**config.mk**
```make
export PLATFORM = sky130hd
export DESIGN_NAME = circ_agu
export DESIGN_NICKNAME = d
export VERILOG_FILES = /design/src/rtl/agu_pkg.sv /design/src/rtl/agu_ctrl.sv /design/src/rtl/agu_dpath.sv /design/src/rtl/circ_agu.sv
export SDC_FILE = /design/constraint.sdc
export NUM_CORES = 1
export LEC_CHECK = 0
export ABC_CLOCK_PERIOD_IN_PS = 7500
export BUFFER_PORTS_ARGS = -buffer_cell sky130_fd_sc_hd__buf_2
export CAP_MARGIN = 15
export CORE_MARGIN = 2
export CORE_UTILIZATION = 45
export DETAILED_ROUTE_END_ITERATION = 7
export HOLD_SLACK_MARGIN = 0.03
export PLACE_DENSITY = 0.65
export SLEW_MARGIN = 20
export SYNTH_ARGS = -nofsm -noshare
export SYNTH_HDL_FRONTEND = slang
export SYNTH_SLANG_ARGS = --single-unit
export TNS_END_PERCENT = 10
```
**constraint.sdc**
```tcl
create_clock -name clk -period 7.5 [get_ports clk]
set_input_delay 1.5 -clock clk [delete_from_list [all_inputs] [get_ports clk]]
set_output_delay 1.5 -clock clk [all_outputs]
set_load 0.03 [all_outputs]
```
**src/rtl/agu_pkg.sv**
```systemverilog
package agu_pkg;
  localparam int NUM_REG = 4;
  localparam int SEL_W   = $clog2(NUM_REG);

  typedef enum logic [1:0] {
    WR_INDEX  = 2'd0,
    WR_MODIFY = 2'd1,
    WR_LENGTH = 2'd2,
    WR_NONE   = 2'd3
  } wrKind_e;

  typedef struct packed {
    logic               access;
    logic               postMod;
    logic [SEL_W-1:0]   ptrSel;
    logic [SEL_W-1:0]   modSel;
    logic [NUM_REG-1:0] wrIdx;
    logic [NUM_REG-1:0] wrMod;
    logic [NUM_REG-1:0] wrLen;
  } aguStrobe_t;
endpackage

```
**src/rtl/agu_ctrl.sv**
```systemverilog
module agu_ctrl
  import agu_pkg::*;
(
  input  logic             accEn,
  input  logic [SEL_W-1:0] idxSel,
  input  logic [SEL_W-1:0] modSel,
  input  logic             wrEn,
  input  logic [1:0]       wrKind,
  input  logic [SEL_W-1:0] wrSel,
  output aguStrobe_t       strobe
);
  logic [NUM_REG-1:0] idxHit, modHit, lenHit;

  always_comb begin
    for (int i = 0; i < NUM_REG; i++) begin
      idxHit[i] = wrEn && (wrKind == WR_INDEX)  && (wrSel == SEL_W'(i));
      modHit[i] = wrEn && (wrKind == WR_MODIFY) && (wrSel == SEL_W'(i));
      lenHit[i] = wrEn && (wrKind == WR_LENGTH) && (wrSel == SEL_W'(i));
    end
  end

  // a pointer write in the same cycle suppresses the post-modify
  always_comb begin
    strobe.access  = accEn;
    strobe.postMod = accEn && !idxHit[idxSel];
    strobe.ptrSel  = idxSel;
    strobe.modSel  = modSel;
    strobe.wrIdx   = idxHit;
    strobe.wrMod   = modHit;
    strobe.wrLen   = lenHit;
  end
endmodule

```
**src/rtl/agu_dpath.sv**
```systemverilog
module agu_dpath
  import agu_pkg::*;
#(
  parameter int ADDR_W = 14
) (
  input  logic              clk,
  input  logic              rstN,
  input  aguStrobe_t        strobe,
  input  logic [ADDR_W-1:0] wrData,
  output logic [ADDR_W-1:0] addrOut,
  output logic              addrValid
);
  localparam int EXT_W = ADDR_W + 2;

  logic [ADDR_W-1:0] ptrReg  [NUM_REG];
  logic [ADDR_W-1:0] baseReg [NUM_REG];
  logic [ADDR_W-1:0] modReg  [NUM_REG];
  logic [ADDR_W-1:0] lenReg  [NUM_REG];

  logic [ADDR_W-1:0] curPtr, curMod, curBase, curLen, nextPtr;
  logic signed [EXT_W-1:0] sumX, baseX, lenX, endX;

  assign curPtr  = ptrReg[strobe.ptrSel];
  assign curBase = baseReg[strobe.ptrSel];
  assign curLen  = lenReg[strobe.ptrSel];
  assign curMod  = modReg[strobe.modSel];

  always_comb begin
    baseX = signed'({2'b00, curBase});
    lenX  = signed'({2'b00, curLen});
    endX  = baseX + lenX;
    sumX  = signed'({2'b00, curPtr}) + signed'({{2{curMod[ADDR_W-1]}}, curMod});
    if (curLen == '0)         nextPtr = sumX[ADDR_W-1:0];
    else if (sumX >= endX)    nextPtr = ADDR_W'(sumX - lenX);
    else if (sumX < baseX)    nextPtr = ADDR_W'(sumX + lenX);
    else                      nextPtr = sumX[ADDR_W-1:0];
  end

  // range check helpers for assertions
  logic [ADDR_W-1:0] absMod;
  logic              modSmall;
  assign absMod   = curMod[ADDR_W-1] ? ADDR_W'(-curMod) : curMod;
  assign modSmall = absMod < curLen;

  generate
    for (genvar g = 0; g < NUM_REG; g++) begin : gReg
      logic [EXT_W-1:0] bufEnd;
      logic             inBuf;
      assign bufEnd = {2'b00, baseReg[g]} + {2'b00, lenReg[g]};
      assign inBuf  = (lenReg[g] != '0) && (bufEnd <= EXT_W'(2**ADDR_W)) &&
                      (ptrReg[g] >= baseReg[g]) && ({2'b00, ptrReg[g]} < bufEnd);

      always_ff @(posedge clk) begin
        if (!rstN) begin
          ptrReg[g]  <= '0;
          baseReg[g] <= '0;
          modReg[g]  <= '0;
          lenReg[g]  <= '0;
        end else begin
          if (strobe.wrIdx[g]) begin
            ptrReg[g]  <= wrData;
            baseReg[g] <= wrData;
          end else if (strobe.postMod && strobe.ptrSel == SEL_W'(g)) begin
            ptrReg[g] <= nextPtr;
          end
          if (strobe.wrMod[g]) modReg[g] <= wrData;
          if (strobe.wrLen[g]) lenReg[g] <= wrData;
        end
      end

      p_write_wins_r8: assert property (@(posedge clk) disable iff (!rstN)
        strobe.wrIdx[g] |=> (ptrReg[g] == $past(wrData)) && (baseReg[g] == $past(wrData)));

      p_other_ptr_stable_r9: assert property (@(posedge clk) disable iff (!rstN)
        (!strobe.wrIdx[g] && !(strobe.access && strobe.ptrSel == SEL_W'(g)))
        |=> $stable(ptrReg[g]));

      // a pointer inside its buffer stays inside after a small step
      p_stay_in_buffer_r5: assert property (@(posedge clk) disable iff (!rstN)
        (inBuf && strobe.postMod && strobe.ptrSel == SEL_W'(g) && modSmall &&
         !strobe.wrLen[g]) |=> inBuf);
    end
  endgenerate

  always_ff @(posedge clk) begin
    if (!rstN) begin
      addrOut   <= '0;
      addrValid <= 1'b0;
    end else begin
      addrValid <= strobe.access;
      if (strobe.access) addrOut <= curPtr;
    end
  end

  p_issue_old_ptr_r1: assert property (@(posedge clk) disable iff (!rstN)
    strobe.access |=> addrValid && (addrOut == $past(curPtr)));

  p_idle_no_valid_r1: assert property (@(posedge clk) disable iff (!rstN)
    !strobe.access |=> !addrValid);
endmodule

```
**src/rtl/circ_agu.sv**
```systemverilog
module circ_agu
  import agu_pkg::*;
#(
  parameter int ADDR_W = 14
) (
  input  logic              clk,
  input  logic              rstN,
  input  logic              accEn,
  input  logic [1:0]        idxSel,
  input  logic [1:0]        modSel,
  input  logic              wrEn,
  input  logic [1:0]        wrKind,
  input  logic [1:0]        wrSel,
  input  logic [ADDR_W-1:0] wrData,
  output logic [ADDR_W-1:0] addrOut,
  output logic              addrValid
);
  aguStrobe_t strobe;

  agu_ctrl u_ctrl (
    .accEn  (accEn),
    .idxSel (idxSel),
    .modSel (modSel),
    .wrEn   (wrEn),
    .wrKind (wrKind),
    .wrSel  (wrSel),
    .strobe (strobe)
  );

  agu_dpath #(.ADDR_W(ADDR_W)) u_dpath (
    .clk       (clk),
    .rstN      (rstN),
    .strobe    (strobe),
    .wrData    (wrData),
    .addrOut   (addrOut),
    .addrValid (addrValid)
  );
endmodule

```
==> impl_metrics.env, run 1 <==
export IMPL_endpoint_kind="flip-flop"
export IMPL_r2r_end="u_dpath.ptrReg[0][8]"
export IMPL_cts_root_buf="clkbuf_16"
export IMPL_worstPathBufferInverterCount=2
export IMPL_drtIter0Drc=1071
export IMPL_dr_pass1_iters=5
export IMPL_finalSetupViolCount=0
export IMPL_grt_pass1_wl_um=61100
export IMPL_synth_xor_area_share_pct=1.95
export IMPL_yosysWarnings=0
export IMPL_place_congestion=0.883
export IMPL_synthMuxAreaShare_pct=10.7
export IMPL_num_antenna_cells=0
export IMPL_vias_per_cell=6.07
export IMPL_startpoint_type="primary input"
export IMPL_hold_depth=2
export IMPL_core_um2=31500
export IMPL_ys_seq_elements=239
export IMPL_grt_max_degree=31
export IMPL_yosysTopAreaCellShare_pct=46.9
export IMPL_die_height_um=183
export IMPL_num_io_pins=41
export IMPL_port_buffer_count=40
export IMPL_critPathMaxFanout=13
export IMPL_cap_viol_max_count=0
export IMPL_hold_end="u_dpath.addrOut[13]"
export IMPL_netlist_top_cells_count="224 x edfxtp_1, 160 x and2_1, 80 x ha_1, 68 x nor2_1, 66 x inv_1"
export IMPL_synth_edf_count=224
export IMPL_post_synth_inst_count=1212
export IMPL_syn_area_um2=14400
export IMPL_ir_drop_uv=196
export IMPL_drc=0
export IMPL_whs_ns=0.514
export IMPL_cts_path_max_buffers=3
export IMPL_fin_cells=1678
export IMPL_dieArea_um2=33300
export IMPL_cts_setup_buffers=0
export IMPL_timing_slew_headroom_pct=30.9
export IMPL_netlist_top_cells_area="edfxtp_1 47%, mux4_2 8.8%, and2_1 7.0%"
export IMPL_worstMarginPinSlew_ns=1.04
export IMPL_synth_top_area_cell="edfxtp_1"
export IMPL_async_flop_share_pct=0
export IMPL_layout_nets=1366
export IMPL_finalHoldViolations=0
export IMPL_clock_sinks=239
export IMPL_fillCellCount=2699
export IMPL_synth_ff_type="edfxtp_1"
export IMPL_synth_top_family_by_area="simple AND/OR/NAND/NOR gates"
export IMPL_hp_start="u_dpath.addrOut[13]"
export IMPL_fin_crit_ns=6.91
export IMPL_synth_compound_area_share_pct=12.3
export IMPL_power_leakage_uw=0.00630
export IMPL_totalWireLength_um=40500
export IMPL_ys_types=74
export IMPL_regToRegSetupSlack_ns=1.42
export IMPL_postLayoutCoreUtil_pct=50.7
export IMPL_cp_cell_sequence="buf_4 -> mux4_2 -> ha_1 -> fa_1 -> a211oi_1 -> o211ai_2 -> o21ai_0 -> nor2_1 -> o21a_1 -> o31a_1 -> ha_1 -> a2111oi_0 -> o21ai_0 -> a31oi_1 -> nor2_1 -> a21oi_1 -> o211ai_1 -> buf_4 -> nand2_1 -> o221ai_1 -> a211oi_2 -> a21o_1"
export IMPL_antenna_found_initial=0
export IMPL_crit_family="compound AO/OA/AOI/OAI gates"
export IMPL_multi_input_area_um2=6830
export IMPL_grt_overflow_total=0
export IMPL_critPathMaxStageDelay_ns=0.56
export IMPL_fin_skew_ns=0.0189
export IMPL_finalCritPeriodShare_pct=92.1
export IMPL_layout_drive_gt1_share_pct=16.2
export IMPL_cts_inserted_buffers=26
export IMPL_drtAntennaViolNets=0
export IMPL_crit_slowest_cell="mux4_2"
export IMPL_vias=10187
export IMPL_post_synth_and_or_nand_nor_area_fraction_pct=15.1
export IMPL_outcome="completed"
export IMPL_synthMostInstantiatedCell="edfxtp_1"
export IMPL_arrival_ns=7.32
export IMPL_placed_area_um2=15100
export IMPL_clk_latency_ns=0.55
export IMPL_fmax_ghz=0.145
export IMPL_row_count=65
export IMPL_gr_usage_all_layers_pct=24.5
export IMPL_grt_pass1_vias=9939
export IMPL_regArea_um2=7030
export IMPL_fin_area_um2=16000
export IMPL_drv_slew=0
export IMPL_synthAdderAreaFrac_pct=7.53
export IMPL_initial_utilization_pct=45.6
export IMPL_power_density_nw_per_um2=311
export IMPL_cp_required_ns=7.91
export IMPL_ctsHtreeMaxLevel=1
export IMPL_hold_path_class="flip-flop to flip-flop"
export IMPL_ys_seq_area_share_pct=49.0
export IMPL_fin_setup_tns_ns=0
export IMPL_cts_tree="yes"
export IMPL_syn_to_final_growth_pct=11.2
export IMPL_postCtsHoldBufs=0
export IMPL_cts_resized=0
export IMPL_clk_pin_slew_ns=0.06
export IMPL_rr_startpoint="u_dpath.modReg[3][0]"
export IMPL_avgSynthCellArea_um2=11.8
export IMPL_die_w_um=183
export IMPL_wire_per_inst_um=24.1
export IMPL_dp_cells=1630
export IMPL_synthesis_nets=1322
export IMPL_rsz0062_at_grt="no"
export IMPL_path_class="primary input to flip-flop"
export IMPL_r2r_cells=21
export IMPL_dp_hpwl_um=29300
[layer usage]
layer  part of all wire, %  wire length, µm  vias to the layer above  global-route usage, %
met5                     0                0                        -                      0
met1                    43            17400                     4988                   34.7
li1                      -                -                     4622                      -
met3                   7.6             3090                       83                   2.67
met2                    46            18400                      494                   39.5
met4                   3.9             1560                        0                   8.35
[area by class of cell]
| type | count | area share [%] |
|---|---|---|
| Clock inverter | 21 | 1.10 |
| Tap cell | 402 | 3.15 |
| Sequential cell | 239 | 44.0 |
| Clock buffer | 27 | 4.10 |
| Timing Repair Buffer | 78 | 3.22 |
| Inverter | 67 | 1.58 |
| Multi-Input combinational cell | 844 | 42.8 |
[registers in the layout, indices dropped and copies added, names as in the netlist]
register           flops
u_dpath.baseReg       56
u_dpath.addrValid      1
u_dpath.ptrReg        56
u_dpath.lenReg        56
u_dpath.modReg        56
u_dpath.addrOut       14
[layout by cell type, fill, tap and decap left out, drive strengths merged, types with 5 or more instances in the layout]
master / instances
a211oi: 11
a21o: 21
a21oi: 49
a221o: 6
a31oi: 22
and2: 160
buf: 78
clkbuf: 27
clkinv: 18
dfxtp: 15
edfxtp: 224
ha: 80
inv: 67
mux2i: 26
mux4: 56
nand2: 45
nand2b: 18
nand3: 14
nand3b: 8
nor2: 68
nor2b: 20
nor3: 28
o211ai: 8
o21a: 5
o21ai: 55
o21bai: 25
o221ai: 14
o22ai: 5
o31ai: 8
or2: 9
or3: 5
xnor2: 18
xor2: 14
[tightest hold or removal path, cell delays in order, from the launching register on]
cell and delay (ns):
dfxtp_1 0.32, mux2i_1 0.06, nor2b_1 0.09
[how the worst max path moves through the flow]
stage                   start              endpoint  slack [ns]  depth (start not counted)
floorplan           idxSel[1]  u_dpath.ptrReg[2][0]        0.16                         24
global placement    idxSel[0]  u_dpath.ptrReg[0][1]        0.26                         22
detailed placement  idxSel[0]  u_dpath.ptrReg[0][1]        0.12                         22
CTS                 idxSel[0]  u_dpath.ptrReg[0][8]        0.64                         22
global route        idxSel[0]  u_dpath.ptrReg[0][8]        0.16                         25
finish              idxSel[0]  u_dpath.ptrReg[0][8]        0.59                         22
[cell families after synthesis]
family	Yosys count
buf+inv	129
mux	82
flops	239
xor+xnor	32
compound gates	254
simple gates	392
fa+ha+maj	84
[through the flow]
stage / power [µW] / worst slack, ns
after floorplan: 3070 / 0.163
after global placement: 3690 / 0.259
final: 4970 / 0.592
after global routing: 5220 / 0.160
after CTS: 4940 / 0.636
after detailed placement: 3700 / 0.118
[report_power, final]
| part | internal, µW | switching, µW | leakage (µW) |
|---|---|---|---|
| Clock | 706 | 536 | 0.000404 |
| Combinational | 782 | 1350 | 0.00357 |
| Sequential | 1560 | 27.8 | 0.00232 |
| Total | 3050 | 1920 | 0.00630 |
Power figures use the tool's default switching activity.
==> run 2: changes to the inputs <==
--- a/config.mk
+++ b/config.mk
@@ -12,7 +12,7 @@
 export CORE_UTILIZATION = 45
 export DETAILED_ROUTE_END_ITERATION = 7
 export HOLD_SLACK_MARGIN = 0.03
-export PLACE_DENSITY = 0.65
+export PLACE_DENSITY = 0.6
 export SLEW_MARGIN = 20
 export SYNTH_ARGS = -nofsm -noshare
 export SYNTH_HDL_FRONTEND = slang
==> impl_metrics.env, run 2 (synthesis results as in run 1) <==
export IMPL_drv_slew=0
export IMPL_drtIter0Drc=1208
export IMPL_syn_to_final_growth_pct=11.7
export IMPL_power_density_nw_per_um2=313
export IMPL_cp_required_ns=7.87
export IMPL_antenna_found_initial=1
export IMPL_clk_latency_ns=0.57
export IMPL_place_congestion=0.885
export IMPL_rsz0062_at_grt="no"
export IMPL_drtAntennaViolNets=0
export IMPL_drc=0
export IMPL_outcome="completed"
export IMPL_cts_setup_buffers=0
export IMPL_power_leakage_uw=0.00634
export IMPL_dieArea_um2=33300
export IMPL_regToRegSetupSlack_ns=1.28
export IMPL_cts_inserted_buffers=28
export IMPL_layout_nets=1368
export IMPL_startpoint_type="primary input"
export IMPL_grt_max_degree=31
export IMPL_worstMarginPinSlew_ns=1.09
export IMPL_dr_pass1_iters=6
export IMPL_r2r_cells=21
export IMPL_dp_hpwl_um=29500
export IMPL_finalCritPeriodShare_pct=93.2
export IMPL_grt_pass1_vias=9772
export IMPL_arrival_ns=7.36
export IMPL_endpoint_kind="flip-flop"
export IMPL_timing_slew_headroom_pct=27.2
export IMPL_hp_start="u_dpath.addrOut[9]"
export IMPL_finalSetupViolCount=0
export IMPL_wire_per_inst_um=24.2
export IMPL_row_count=65
export IMPL_finalHoldViolations=0
export IMPL_num_io_pins=41
export IMPL_grt_pass1_wl_um=60800
export IMPL_fin_setup_tns_ns=0
export IMPL_vias=10032
export IMPL_r2r_end="u_dpath.ptrReg[3][11]"
export IMPL_postCtsHoldBufs=0
export IMPL_ctsHtreeMaxLevel=1
export IMPL_totalWireLength_um=40800
export IMPL_fin_crit_ns=6.99
export IMPL_grt_overflow_total=0
export IMPL_rr_startpoint="u_dpath.ptrReg[3][0]"
export IMPL_fmax_ghz=0.143
export IMPL_port_buffer_count=40
export IMPL_critPathMaxFanout=22
export IMPL_layout_drive_gt1_share_pct=16.9
export IMPL_clock_sinks=239
export IMPL_vias_per_cell=5.96
export IMPL_core_um2=31500
export IMPL_final_common_cell="edfxtp_1"
export IMPL_final_cell_mix="224 x edfxtp_1, 160 x and2_1, 80 x ha_1"
export IMPL_cts_root_buf="clkbuf_16"
export IMPL_ir_drop_uv=224
export IMPL_clk_pin_slew_ns=0.06
export IMPL_hold_end="u_dpath.addrOut[9]"
export IMPL_total_power_uw=5030
export IMPL_fin_skew_ns=0.0422
export IMPL_startpoint="idxSel[0]"
export IMPL_cts_tree="yes"
export IMPL_path_class="primary input to flip-flop"
export IMPL_gr_usage_all_layers_pct=24.5
export IMPL_cap_viol_max_count=0
export IMPL_num_antenna_cells=0
export IMPL_die_height_um=183
export IMPL_hold_path_class="flip-flop to flip-flop"
export IMPL_die_w_um=183
export IMPL_cts_resized=0
export IMPL_hold_depth=2
export IMPL_initial_utilization_pct=45.6
export IMPL_cts_path_max_buffers=3
-- run 2: worst max-delay path: stages --
cell	delay, ns
buf_4	0.13
buf_12	0.21
buf_4	0.34
mux4_2	0.61
ha_1	0.40
a21oi_1	0.32
nand3_1	0.11
a31oi_1	0.25
o21bai_1	0.32
xnor2_1	0.25
ha_1	0.37
nand3_1	0.11
a2111oi_0	0.48
a21oi_1	0.17
nand3_1	0.11
o2111a_1	0.24
a211oi_4	0.12
o31ai_2	0.52
buf_4	0.35
nand2_1	0.15
o221ai_1	0.25
-- run 2: layer usage --
metal	global-route usage (%)	part of all wire [%]	vias to the layer above
li1	-	-	4632
met1	34.7	43	4879
met2	39.5	46	434
met3	2.71	7.2	87
met4	8.42	3.6	0
met5	0	0	-
-- run 2: how the worst max path moves through the flow --
| stage | end | slack, ns | cells after the start |
|---|---|---|---|
| after floorplan | u_dpath.ptrReg[2][0] | 0.16 | 24 |
| after global placement | u_dpath.ptrReg[0][13] | 0.30 | 20 |
| after detailed placement | u_dpath.ptrReg[0][13] | 0.23 | 20 |
| after CTS | u_dpath.ptrReg[1][5] | 0.70 | 21 |
| after global routing | u_dpath.ptrReg[1][5] | 0.20 | 24 |
| final | u_dpath.ptrReg[3][11] | 0.51 | 21 |
-- run 2: area by class of cell --
cell class              count  area [µm²]
clock buffers              31         712
clock inverters            21         191
fillers                  2759       15400
inverters                  67         251
multi-input cells         844        6840
flip-flops and latches    239        7030
well taps                 402         503
repair buffers             78         513
-- run 2: where the power goes --
group | switching, µW | internal [µW]
clock | 570 | 760
combinational | 1320 | 779
sequential | 26.0 | 1560
total | 1920 | 3100
-- run 2: through the flow --
| stage | hold WS [ns] | utilization, % | instance area [µm²] | instances | setup slack (ns) |
|---|---|---|---|---|---|
| 2_1_floorplan | 0.641 | - | 14400 | 1212 | 0.163 |
| 3_3_place_gp | 0.494 | 48.1 | 15100 | 1630 | 0.300 |
| 3_5_place_dp | 0.501 | 48.1 | 15100 | 1630 | 0.233 |
| 4_1_cts | 0.520 | 51.0 | 16000 | 1682 | 0.701 |
| 5_1_grt | 0.539 | 51.0 | 16000 | 1682 | 0.203 |
| 6_report | 0.516 | 51.0 | 16000 | 1682 | 0.509 |
==> run 3: changes to the inputs <==
--- a/config.mk
+++ b/config.mk
@@ -9,10 +9,10 @@
 export BUFFER_PORTS_ARGS = -buffer_cell sky130_fd_sc_hd__buf_2
 export CAP_MARGIN = 15
 export CORE_MARGIN = 2
-export CORE_UTILIZATION = 45
+export CORE_UTILIZATION = 25
 export DETAILED_ROUTE_END_ITERATION = 7
 export HOLD_SLACK_MARGIN = 0.03
-export PLACE_DENSITY = 0.6
+export PLACE_DENSITY = 0.37
 export SLEW_MARGIN = 20
 export SYNTH_ARGS = -nofsm -noshare
 export SYNTH_HDL_FRONTEND = slang
==> impl_metrics.env, run 3 (synthesis results as in run 1) <==
export IMPL_final_cell_mix="224 x edfxtp_1, 160 x and2_1, 80 x ha_1"
export IMPL_crit_family="compound AO/OA/AOI/OAI gates"
export IMPL_hold_path_class="flip-flop to flip-flop"
export IMPL_path_class="primary input to flip-flop"
export IMPL_die_height_um=244
export IMPL_cts_path_max_buffers=3
export IMPL_grt_pass1_wl_um=75800
export IMPL_clk_pin_slew_ns=0.06
export IMPL_grt_max_degree=31
export IMPL_crit_slowest_cell="mux4_2"
export IMPL_vias_per_cell=4.91
export IMPL_initial_utilization_pct=25.4
export IMPL_power_density_nw_per_um2=318
export IMPL_clk_latency_ns=0.57
export IMPL_cts_root_buf="clkbuf_16"
export IMPL_fin_setup_tns_ns=0
export IMPL_fillCellCount=5883
export IMPL_gr_usage_all_layers_pct=17.5
export IMPL_cp_required_ns=7.81
export IMPL_cts_resized=0
export IMPL_layout_nets=1399
export IMPL_rsz0062_at_grt="no"
export IMPL_fmax_ghz=0.148
export IMPL_cts_inserted_buffers=29
export IMPL_ctsHtreeMaxLevel=1
export IMPL_arrival_ns=7.09
export IMPL_clock_sinks=239
export IMPL_antenna_found_initial=2
export IMPL_num_io_pins=41
export IMPL_power_leakage_uw=0.00647
export IMPL_port_buffer_count=40
export IMPL_power_frac_seq_pct=30.0
export IMPL_drv_slew=0
export IMPL_worstPathBufferInverterCount=4
export IMPL_timing_slew_headroom_pct=22.8
export IMPL_dp_cells=2014
export IMPL_fin_crit_ns=6.78
export IMPL_cap_viol_max_count=0
export IMPL_finalCritPeriodShare_pct=90.4
export IMPL_grt_util_met3_pct=1.88
export IMPL_regArea_um2=7030
export IMPL_cts_tree="yes"
export IMPL_die_w_um=244
export IMPL_multi_input_area_um2=6850
export IMPL_vias=10141
export IMPL_outcome="completed"
export IMPL_final_common_cell="edfxtp_1"
export IMPL_place_congestion=0.867
export IMPL_startpoint_type="primary input"
export IMPL_p_clk_share_pct=24.9
export IMPL_wire_per_inst_um=25.0
export IMPL_critPathMaxStageDelay_ns=0.62
export IMPL_core_um2=56600
export IMPL_fin_cells=2067
export IMPL_cts_setup_buffers=0
export IMPL_grt_pass1_vias=10665
export IMPL_drtIter0Drc=653
export IMPL_layout_drive_gt1_share_pct=18.7
export IMPL_grtUsageMet1_pct=23.6
export IMPL_finalSetupViolCount=0
export IMPL_dr_pass1_iters=5
export IMPL_grt_use_met2_pct=29.4
export IMPL_critPathMaxFanout=22
export IMPL_worstMarginPinSlew_ns=1.16
export IMPL_finalHoldViolations=0
export IMPL_cpMostUsedCell="a21oi_1"
export IMPL_drtAntennaViolNets=0
export IMPL_row_count=87
export IMPL_postCtsHoldBufs=0
export IMPL_ir_drop_uv=177
export IMPL_dp_hpwl_um=38600
export IMPL_grt_busiest_layer="met2"
export IMPL_drc=0
export IMPL_syn_to_final_growth_pct=16.3
export IMPL_p_sw_share_pct=39.6
export IMPL_totalWireLength_um=51600
export IMPL_switchingPower_uw=2100
export IMPL_internal_power_uw=3200
export IMPL_dieArea_um2=59300
export IMPL_endpoint_kind="flip-flop"
export IMPL_grt_overflow_total=0
export IMPL_pwr_share_comb_pct=45.1
export IMPL_fin_skew_ns=0.0260
==> run 3: cell count changes in the layout (fill, tap and decap cells not counted), moves of 2 or more <==
cell / change
nor2_1: -6
clkbuf_1: +5
clkinv_2: -4
buf_4: +29
nor2_2: +6
clkbuf_8: +2
==> run 3: worst register-to-register path: cells and delay by family, from the launching register on <==
kind,cells,cell delay (ns)
AOI/OAI and AO/OA,13,2.99
adders and majority gates,3,1.07
muxes,1,0.53
buffers and inverters,2,0.47
DFF,1,0.40
and+or+nand+nor,3,0.35
==> run 3: cell type report <==
| class | count | share of cell area [%] |
|---|---|---|
| diodes | 1 | 0.0150 |
| inverters | 67 | 1.51 |
| repair buffers | 108 | 4.50 |
| clock inverters | 13 | 0.524 |
| multi-input cells | 844 | 41.0 |
| clock buffers | 39 | 4.69 |
| flip-flops and latches | 239 | 42.1 |
| well taps | 756 | 5.66 |
==> run 3: path summary, 6_finish.rpt <==
check	from	endpoint	slack, ns	cells past startpoint
setup / recovery	idxSel[0]	u_dpath.ptrReg[2][3]	0.72	26
hold / removal	u_dpath.addrOut[6]	u_dpath.addrOut[6]	0.51	2
setup reg to reg	u_dpath.ptrReg[2][0]	u_dpath.ptrReg[2][3]	1.44	22
hold reg to reg	u_dpath.addrOut[6]	u_dpath.addrOut[6]	0.51	2
==> run 3: routing by layer <==
| metal | up-vias | part of all wire [%] |
|---|---|---|
| li1 | 4677 | - |
| met1 | 5164 | 45 |
| met2 | 237 | 48 |
| met3 | 63 | 4.1 |
| met4 | 0 | 3.1 |
| met5 | - | 0 |
==> run 3: power by group through the flow <==
stage	Combinational [µW]	Clock (µW)	Sequential [µW]
2_1_floorplan	1450	0	1620
3_3_place_gp	2400	0	1620
3_5_place_dp	2380	0	1620
4_1_cts	2390	1350	1590
5_1_grt	2620	1400	1600
6_report	2390	1320	1590
==> run 3: stage by stage <==
step | worst slack [ns] | instance area (µm²) | hold slack, ns | total power [µW] | utilization, %
after floorplan | 0.163 | 14400 | 0.641 | 3070 | -
after global placement | 0.0829 | 15800 | 0.495 | 4020 | 28.0
after detailed placement | 0.158 | 15800 | 0.502 | 4000 | 28.0
after CTS | 0.749 | 16700 | 0.518 | 5340 | 29.5
after global routing | 0.284 | 16700 | 0.529 | 5620 | 29.5
final | 0.722 | 16700 | 0.511 | 5310 | 29.5
